[src/rtl/pcs_rx_framer.sv]
module pcs_rx_framer #(
  parameter logic [3:0] ERR_CODE   = 4'b0101,
  parameter int         QUIET_BITS = 10
) (
  input  logic       clk,
  input  logic       rst_n,
  input  logic       rx_bit,
  input  logic       sync_lost,
  output logic [3:0] rxd,
  output logic       rx_dv,
  output logic       rx_er,
  output logic       crs
);

  localparam int         QW       = $clog2(QUIET_BITS + 1);
  localparam logic [QW-1:0] Q_LAST = QW'(QUIET_BITS - 1);
  localparam logic [9:0] SSD      = 10'b11000_10001;
  localparam logic [4:0] CG_T     = 5'b01101;
  localparam logic [4:0] CG_R     = 5'b00111;
  localparam logic [4:0] CG_I     = 5'b11111;
  localparam logic [3:0] FC_CODE  = 4'b1110;
  localparam logic [3:0] PRE_CODE = 4'b0101;

  typedef enum logic [1:0] {S_IDLE, S_CAND, S_FRAME, S_FALSE} st_t;

  st_t           st;
  logic [8:0]    sh;
  logic [2:0]    pos;
  logic [QW-1:0] ones;
  logic          t_pend, end_pend, idle1, lost;

  logic [9:0] w;
  logic [4:0] cg;
  logic [4:0] dec;
  logic       fc_hit;

  assign w      = {sh, rx_bit};
  assign cg     = w[4:0];
  assign fc_hit = |(w[7:1] & ~w[6:0]);
  assign crs    = (st != S_IDLE);

  always_comb begin
    case (cg)
      5'b11110: dec = {1'b1, 4'h0};
      5'b01001: dec = {1'b1, 4'h1};
      5'b10100: dec = {1'b1, 4'h2};
      5'b10101: dec = {1'b1, 4'h3};
      5'b01010: dec = {1'b1, 4'h4};
      5'b01011: dec = {1'b1, 4'h5};
      5'b01110: dec = {1'b1, 4'h6};
      5'b01111: dec = {1'b1, 4'h7};
      5'b10010: dec = {1'b1, 4'h8};
      5'b10011: dec = {1'b1, 4'h9};
      5'b10110: dec = {1'b1, 4'hA};
      5'b10111: dec = {1'b1, 4'hB};
      5'b11010: dec = {1'b1, 4'hC};
      5'b11011: dec = {1'b1, 4'hD};
      5'b11100: dec = {1'b1, 4'hE};
      5'b11101: dec = {1'b1, 4'hF};
      default:  dec = 5'b0_0000;
    endcase
  end

  always_ff @(posedge clk or negedge rst_n) begin
    if (!rst_n) begin
      st       <= S_IDLE;
      sh       <= '1;
      pos      <= '0;
      ones     <= '0;
      t_pend   <= 1'b0;
      end_pend <= 1'b0;
      idle1    <= 1'b0;
      lost     <= 1'b0;
      rxd      <= '0;
      rx_dv    <= 1'b0;
      rx_er    <= 1'b0;
    end else begin
      sh <= w[8:0];
      if (st == S_FRAME && sync_lost) lost <= 1'b1;
      case (st)
        S_IDLE: begin
          if (!rx_bit) begin
            st  <= S_CAND;
            pos <= '0;
          end
        end
        S_CAND: begin
          if (pos == 3'd6) begin
            pos <= '0;
            if (w == SSD) begin
              st       <= S_FRAME;
              rx_dv    <= 1'b1;
              rx_er    <= 1'b0;
              rxd      <= PRE_CODE;
              t_pend   <= 1'b0;
              end_pend <= 1'b0;
              idle1    <= 1'b0;
              lost     <= 1'b0;
            end else if (fc_hit) begin
              st    <= S_FALSE;
              ones  <= '0;
              rx_er <= 1'b1;
              rxd   <= FC_CODE;
            end else begin
              st <= S_IDLE;
            end
          end else begin
            pos <= pos + 3'd1;
          end
        end
        S_FALSE: begin
          if (!rx_bit) begin
            ones <= '0;
          end else if (ones == Q_LAST) begin
            st    <= S_IDLE;
            rx_er <= 1'b0;
            rxd   <= '0;
          end else begin
            ones <= ones + 1'b1;
          end
        end
        S_FRAME: begin
          pos <= (pos == 3'd4) ? 3'd0 : pos + 3'd1;
          if (pos == 3'd4) begin
            lost <= 1'b0;
            if (end_pend) begin
              st    <= S_IDLE;
              rx_dv <= 1'b0;
              rx_er <= 1'b0;
              rxd   <= '0;
            end else if (lost || sync_lost) begin
              rx_er <= 1'b1;
              rxd   <= ERR_CODE;
            end else if (t_pend) begin
              t_pend <= 1'b0;
              if (cg == CG_R) begin
                st    <= S_IDLE;
                rx_dv <= 1'b0;
                rx_er <= 1'b0;
                rxd   <= '0;
              end else begin
                rx_er <= 1'b1;
                rxd   <= ERR_CODE;
              end
            end else if (dec[4]) begin
              rxd   <= dec[3:0];
              rx_er <= 1'b0;
              idle1 <= 1'b0;
            end else if (cg == CG_T) begin
              t_pend <= 1'b1;
              rx_er  <= 1'b0;
              idle1  <= 1'b0;
            end else if (cg == CG_I) begin
              rx_er <= 1'b1;
              rxd   <= ERR_CODE;
              if (idle1) end_pend <= 1'b1;
              idle1 <= 1'b1;
            end else begin
              rx_er <= 1'b1;
              rxd   <= ERR_CODE;
              idle1 <= 1'b0;
            end
          end
        end
        default: st <= S_IDLE;
      endcase
    end
  end

endmodule

[config.mk]
export PLATFORM = sky130hd
export DESIGN_NAME = pcs_rx_framer
export DESIGN_NICKNAME = d
export VERILOG_FILES = /design/src/rtl/pcs_rx_framer.sv
export SDC_FILE = /design/constraint.sdc
export NUM_CORES = 1
export LEC_CHECK = 0
export CAP_MARGIN = 20
export CORE_MARGIN = 8
export CORE_UTILIZATION = 30
export CTS_CLUSTER_SIZE = 25
export DETAILED_ROUTE_END_ITERATION = 8
export DONT_BUFFER_PORTS = 1
export SYNTH_ARGS = -nofsm -noshare
export SYNTH_HDL_FRONTEND = slang
export SYNTH_SLANG_ARGS = --single-unit
export TNS_END_PERCENT = 10
[constraint.sdc]
create_clock -name clk -period 3.45 [get_ports clk]
set_clock_uncertainty 0.15 [all_clocks]
set_input_delay 0.345 -clock clk [delete_from_list [all_inputs] [get_ports clk]]
set_output_delay 0.345 -clock clk [all_outputs]
set_load 0.05 [all_outputs]
==> results.ini, run 1 <==
[timing]
pin_slew_with_the_least_headroom_to_its_limit_ns = 0.555
final-hold-violation-count = 0
setup_violations_final = 0
final.setup.tns_ns = 0
finalWorstPathRequiredPeriod_ns = 2.61
final.period_utilization_pct = 75.8
setup_ws_ns = 0.835
finalMaxSlewViolations = 0
rsz0062_at_grt = false
fmax_mhz = 382
slew-limit-headroom_pct = 63.0

[placed_design]
dp.cells = 255
dp_hpwl_um = 2900
detailed_place.area_um2 = 1880
place_worst_setup_slack_ns = 0.884
port_buffers = 0
gp_congestion = 0.842

[routing]
drc = 0
avgRoutedWirePerCell_um = 15.5
final_antenna_net_count = 0
wirelength_routed_um = 4060
ratio_of_routed_vias_to_standard_cells = 5.36
drt-initial-drc-count = 79
detailedRoute.firstPassIterationCount = 4
vias = 1405

[layout]
fin_util_pct = 33.6
layout-drive-gt1-share_pct = 15.0
postLayoutCellArea_um2 = 1980
post_layout_nonfiller_instances = 262
area_growth_pct = 9.48
layout.filler_cells = 603
num_antenna_cells = 0
layout.nets = 207

[clock_tree]
cts_num_sinks = 28
cts_setup_buffers = 0
clk_pin_slew_worst_paths_ns = 0.10
cts_buffers = 3
post_cts_hold_buffer_count = 3
clock_tree.htree_level_count = 1
worst_skew_pair.late_latency_ns = 0.28
cts_resized = 0
clock_tree_from_tritoncts = done
clk_path_buf_depth = 2
clock_tree.root_cell = clkbuf_8

[global_routing]
grt.overflow.total = 0
grt.busiest_layer = met2
grt_antenna_before_repair = 0
wire_length_of_the_first_global_routing_pass_um = 6800
grtUsageMet3_pct = 2.08
globalRouteMet1Util_pct = 12.9
maximum_number_of_pins_on_one_net_before_global_route_repair = 29
gr-usage-met2_pct = 14.5
number_of_global_route_vias_before_repair = 1413
all_layer_global_routing_usage_pct = 9.43

[logic_synthesis]
area_of_the_mapped_netlist_um2 = 1810
synth_top_cells_by_area = dfrtp_1 26%, dfstp_2 13%, ha_1 10%
synth_largest_type_area_fraction_pct = 26.3
post-synth-top-area-cell = dfrtp_1
avgSynthCellArea_um2 = 9.83
sequential_area_share_after_synthesis_pct = 39.4
number_of_flops_mapped_to_enable_cells_by_yosys = 0
syn-num-nets = 203
synth_seq_cells = 28
yosys_most_used_dff = dfrtp_1
async_set_reset_flop_share_out_of_synthesis_pct = 100
synthesis.instances = 184
synthDistinctLibCells = 58
ys_warn_count = 0

[setup_path]
worst_path_largest_cell_delay_ns = 0.44
critical_path.top_delay_family = simple AND/OR/NAND/NOR gates
crit_arrival_ns = 2.64
worstPathRequired_ns = 3.47
setup_slack_of_the_worst_register_to_register_path_ns = 0.84
worstSetupPathType = reg2reg
timing.rr.end = rxd[3]
startpoint_type = flop
worst_setup_path_end_kind = flop
path_max_fanout = 11
critical_path_buf_inv_count = 1
rr_startpoint = st[0]
worst_path_max_delay_cell = or3b_1
worst_r2r_path_depth = 7
list_of_cells_traversed_by_the_critical_path = inv_1 > ha_1 > or3b_1 > nor3_2 > nand2_1 > o2111ai_2 > mux2_2
cp-startpoint = st[0]

[min_path]
hold_class = in2reg
source_of_the_worst_hold_timing_path = sync_lost
hold-path-cell-count = 2
worstHoldEndpoint = lost

[floorplan]
io_pins = 11
floorplan.die_area_um2 = 8770
core_area_um2 = 5890
width_of_the_die_um = 93.6
fp.dieH_um = 93.6
row_count = 28
starting_density_of_the_core_pct = 30.7

[power_and_ir_drop]
total_power_divided_by_cell_area_nw_per_um2 = 675
ir_worst_vdd_mv = 0.296
leakage_nw = 0.832

[run]
maxCapViolations = 0

[outcome]
run_status = completed

-- Yosys cell counts, drive strengths merged (2+ instances only) --
master and number:
clkbuf 2, nand3 7, mux2 6, ha 15, o211ai 2, mux2i 3
nor3 11, dfstp 9, nand4b 3, a31oi 2, inv 14, nor2 9
nand2 13, buf 2, a21oi 9, or3b 2, a22o 2, or3 2
nand2b 3, or2 3, dfrtp 19, nor2b 5, o31ai 5, and3 2
o21ai 10
-- stage by stage --
| stage | total power [mW] | hold WS (ns) |
|---|---|---|
| 2_1_floorplan | 0.991 | -0.101 |
| 3_3_place_gp | 1.11 | -0.0989 |
| 3_5_place_dp | 1.11 | -0.0989 |
| 4_1_cts | 1.34 | 0.0931 |
| 5_1_grt | 1.42 | 0.110 |
| 6_report | 1.34 | 0.104 |
-- how the worst max path moves through the flow --
stage | endpoint | slack (ns) | depth (start not counted)
after floorplan | rxd[0] | 1.32 | 7
after global placement | rxd[0] | 0.97 | 7
after detailed placement | rxd[3] | 0.88 | 7
after CTS | rxd[3] | 0.87 | 7
after global routing | rxd[3] | 0.68 | 7
final | rxd[3] | 0.84 | 7
-- cells by family (layout without fill, tap and decap cells) --
group / after synthesis / count (layout) / share of synthesized area [%]
AO/OA/AOI/OAI: 49 / 49 / 20.6
adder cells (fa/ha/maj): 15 / 15 / 10.4
buffers and inverters: 18 / 21 / 3.88
flip-flops: 28 / 28 / 39.4
multiplexers: 9 / 9 / 5.40
AND/OR/NAND/NOR: 65 / 65 / 20.4
-- cells in the final DEF (no fill, tap or decap), types with 2 or more instances in the layout --
cell type / n
a21oi_1: 8
a22o_1: 2
a31oi_1: 2
and3_1: 2
clkbuf_8: 4
dfrtp_1: 19
dfstp_2: 9
dlygate4sd3_1: 2
ha_1: 15
inv_1: 14
mux2_1: 2
mux2_2: 4
mux2i_1: 3
nand2_1: 13
nand2b_1: 3
nand3_1: 7
nand4b_1: 3
nor2_1: 9
nor2b_1: 5
nor3_1: 9
o211ai_1: 2
o21ai_0: 9
o31ai_1: 4
or2_2: 2
-- per-layer routing --
layer	vias up	routed length (um)	share of wire [%]
li1	686	-	-
met1	694	2110	52
met2	21	1790	44
met3	4	134	3.3
met4	0	29	0.71
met5	-	0	0
-- flip-flops by register name (all words and copies together) (netlist names) --
name	flops
idle1	1
rx_dv	1
pos	3
lost	1
rx_er	1
sh	9
rxd	4
st	2
end_pend	1
ones	4
t_pend	1
-- report_power, final --
| part | internal, mW | switching [mW] | total (mW) |
|---|---|---|---|
| sequential | 0.394 | 0.155 | 0.549 |
| clock | 0.102 | 0.109 | 0.211 |
| combinational | 0.232 | 0.343 | 0.575 |
| total | 0.729 | 0.606 | 1.34 |
-- cell type report --
class,count,area (um2),share of cell area (%)
multi-input cells,138,1030,51.8
flip-flops and latches,28,712,36.0
well taps,75,93.8,4.74
clock buffers,4,55.1,2.78
inverters,14,52.6,2.65
repair buffers,3,40.0,2.02
No activity file was read; power rests on OpenSTA's default activity.
==> run 2, diff against run 1 <==
--- a/config.mk
+++ b/config.mk
@@ -5,6 +5,7 @@
 export SDC_FILE = /design/constraint.sdc
 export NUM_CORES = 1
 export LEC_CHECK = 0
+export ABC_AREA = 1
 export CAP_MARGIN = 20
 export CORE_MARGIN = 8
 export CORE_UTILIZATION = 30
==> constraint.sdc (replaced) <==
create_clock -name clk -period 2.17 [get_ports clk]
set_clock_uncertainty 0.15 [all_clocks]
set_input_delay 0.217 -clock clk [delete_from_list [all_inputs] [get_ports clk]]
set_output_delay 0.217 -clock clk [all_outputs]
set_load 0.05 [all_outputs]
==> run 2 against run 1 <==
  * Utilization is 0.20 points lower
  * Critical path depth is 4 higher
  * First-iteration DRC count is 35% higher
  * Register-to-register slack worse by 0.62 ns
  * Fmax is 34% higher
  * Critical endpoint is now rxd[0]
  * Largest cell class unchanged
==> results.ini, run 2 <==
[setup_path]
cp-startpoint = st[1]
timing.rr.end = rxd[0]
path_max_fanout = 7
setup_slack_of_the_worst_register_to_register_path_ns = 0.22
worstSetupEndpoint = rxd[0]
worst_path_largest_cell_delay_ns = 0.43
worst_path_most_repeated_cell = nand2_1
rr_startpoint = st[1]
critical_path_buf_inv_count = 3
cp.depth = 11
worst_r2r_path_depth = 11
startpoint_type = flop
worstSetupPathType = reg2reg
worstPathRequired_ns = 2.20
crit_arrival_ns = 1.98
worst_path_max_delay_cell = dfrtp_1
list_of_cells_traversed_by_the_critical_path = inv_1 > ha_1 > nand2_4 > o21ai_0 > nor3_1 > nand2_1 > inv_2 > nand2_2 > inv_2 > nand2_1 > nand2_1
worst_setup_path_end_kind = flop
critical_path.top_delay_family = simple AND/OR/NAND/NOR gates

[placed_design]
detailed_place.area_um2 = 1960
gp_congestion = 0.796
port_buffers = 0
dp_hpwl_um = 3000
dp.cells = 331

[logic_synthesis]
ys_warn_count = 0
synthDistinctLibCells = 28
netlist_top_cells_count = 70 x nand2_1, 30 x inv_1, 19 x dfrtp_1, 19 x nor2_1, 18 x nand3_1
synthesis.instances = 256
synth_top_cells_by_area = dfrtp_1 25%, nand2_1 14%, dfstp_2 13%
area_of_the_mapped_netlist_um2 = 1880
number_of_flops_mapped_to_enable_cells_by_yosys = 0
yosys_most_used_dff = dfrtp_1
sequential_area_share_after_synthesis_pct = 37.9
synth_largest_type_area_fraction_pct = 25.3
post-synth-top-area-cell = dfrtp_1
syn-num-nets = 275
most_frequently_used_cell_type_in_the_post_synthesis_netlist = nand2_1
synth_seq_cells = 28
async_set_reset_flop_share_out_of_synthesis_pct = 100
avgSynthCellArea_um2 = 7.34

[layout]
area_growth_pct = 10.5
post_layout_nonfiller_instances = 338
layout.cells.most_common_list = 70 x nand2_1, 30 x inv_1, 19 x nor2_1, 19 x dfrtp_1, 18 x nand3_1
largest_register_ff_count = 9
top_register_by_number_of_flip_flops = sh
biggestRegsByFlops = sh: 9 flops, ones: 4 flops, rxd: 4 flops
layout-drive-gt1-share_pct = 16.1
num_antenna_cells = 0
layout.cells.most_common = nand2_1
layout.nets = 281
postLayoutCellArea_um2 = 2070

[timing]
rsz0062_at_grt = false
final-hold-violation-count = 0
final.period_utilization_pct = 89.9
fmax_mhz = 513
finalWorstPathRequiredPeriod_ns = 1.95
final.setup.tns_ns = 0
slew-limit-headroom_pct = 67.9
pin_slew_with_the_least_headroom_to_its_limit_ns = 0.482
finalMaxSlewViolations = 0
setup_violations_final = 0

[power_and_ir_drop]
power.switching_fraction_pct = 47.9
ir_worst_vdd_mv = 0.539
leakage_nw = 1.05
sequentialPowerShare_pct = 40.9
clockPowerShare_pct = 18.4
internal_power_mw = 1.19
total_power_divided_by_cell_area_nw_per_um2 = 1100
combPwrFrac_pct = 40.6
switching_power_mw = 1.09

[clock_tree]
cts_setup_buffers = 0
clk_pin_slew_worst_paths_ns = 0.10
clock_tree.root_cell = clkbuf_8
cts_num_sinks = 28
clk_path_buf_depth = 2
clock_tree_from_tritoncts = done
cts_buffers = 3
clock_tree.htree_level_count = 1
worst_skew_pair.late_latency_ns = 0.28

[routing]
wirelength_routed_um = 4090
drc = 0
m1WireLength_um = 1910
vias = 1565
drt-initial-drc-count = 107
detailedRoute.firstPassIterationCount = 4
ratio_of_routed_vias_to_standard_cells = 4.63
avgRoutedWirePerCell_um = 12.1
met3_length_um = 185
wl_met2_um = 1970
final_antenna_net_count = 0
top_layer = met4

[floorplan]
row_count = 29
width_of_the_die_um = 95.1
starting_density_of_the_core_pct = 30.3
floorplan.die_area_um2 = 9050
core_area_um2 = 6200
fp.dieH_um = 95.1
io_pins = 11

[global_routing]
maximum_number_of_pins_on_one_net_before_global_route_repair = 29
grt.overflow.total = 0
grt_antenna_before_repair = 0
number_of_global_route_vias_before_repair = 1574
wire_length_of_the_first_global_routing_pass_um = 7180
all_layer_global_routing_usage_pct = 9.89

[min_path]
source_of_the_worst_hold_timing_path = rx_bit
hold_class = in2reg

[run]
maxCapViolations = 0

[outcome]
run_status = completed

==> run 2: power by group through the flow <==
| stage | Combinational, mW | Clock, mW | Sequential (mW) |
|---|---|---|---|
| finish | 0.926 | 0.420 | 0.932 |
| global route | 1.06 | 0.462 | 0.954 |
| global placement | 0.890 | 0 | 0.946 |
| CTS | 0.922 | 0.447 | 0.938 |
| floorplan | 0.739 | 0 | 0.916 |
| detailed placement | 0.895 | 0 | 0.950 |
==> run 2: cell type report <==
| type | count | area (um2) |
|---|---|---|
| inverter | 41 | 154 |
| sequential | 28 | 712 |
| timing repair buffer | 4 | 47.5 |
| multi-input combinational | 184 | 993 |
| clock inverter | 1 | 30.0 |
| tap | 77 | 96.3 |
| fill | 668 | 4130 |
| clock buffer | 3 | 41.3 |
==> run 2: worst min path at each step <==
| stage | slack [ns] | to | cells after the start |
|---|---|---|---|
| 6_report | 0.03 | ones[2] | 4 |
| 5_1_grt | 0.05 | ones[2] | 4 |
| 4_1_cts | 0.01 | ones[2] | 4 |
| 3_5_place_dp | -0.23 | pos[0] | 0 |
| 3_3_place_gp | -0.23 | pos[0] | 0 |
| 2_1_floorplan | -0.23 | end_pend | 0 |
==> run 2: cell families after synthesis <==
logic type               count (synthesis)  synth area share (%)
adder cells (fa/ha/maj)                 15                  9.99
buffers and inverters                   44                  9.59
flip-flops                              28                  37.9
AO/OA/AOI/OAI                           32                  9.39
AND/OR/NAND/NOR                        136                  32.6
XOR/XNOR                                 1                 0.466
==> run 2: worst register-to-register path, cell delays in order, from the launching register on <==
cell	delay [ns]
dfrtp_1	0.43
inv_1	0.12
ha_1	0.33
nand2_4	0.13
o21ai_0	0.14
nor3_1	0.07
nand2_1	0.13
inv_2	0.06
nand2_2	0.13
inv_2	0.05
nand2_1	0.06
nand2_1	0.05
==> run 2: through the flow <==
stage / setup WS, ns / total power, mW / hold WS (ns) / util (%)
floorplan: 0.420 / 1.66 / -0.229 / -
global placement: 0.214 / 1.84 / -0.228 / 31.5
detailed placement: 0.203 / 1.85 / -0.228 / 31.5
CTS: 0.197 / 2.31 / 0.0119 / 33.3
global route: 0.00709 / 2.48 / 0.0451 / 33.4
finish: 0.219 / 2.28 / 0.0320 / 33.4
==> run 2: what timing repair did <==
item,CTS,global route
hold endpoints to repair,29,0
hold buffers,3,0
gates resized for setup,0,2
endpoints found under the setup margin,0,4
==> run 2: metal layers <==
| layer | vias to the layer above | global-route usage, % |
|---|---|---|
| li1 | 818 | - |
| met1 | 717 | 11.8 |
| met2 | 26 | 17.1 |
| met3 | 4 | 2.83 |
| met4 | 0 | 2.34 |
| met5 | - | 0 |
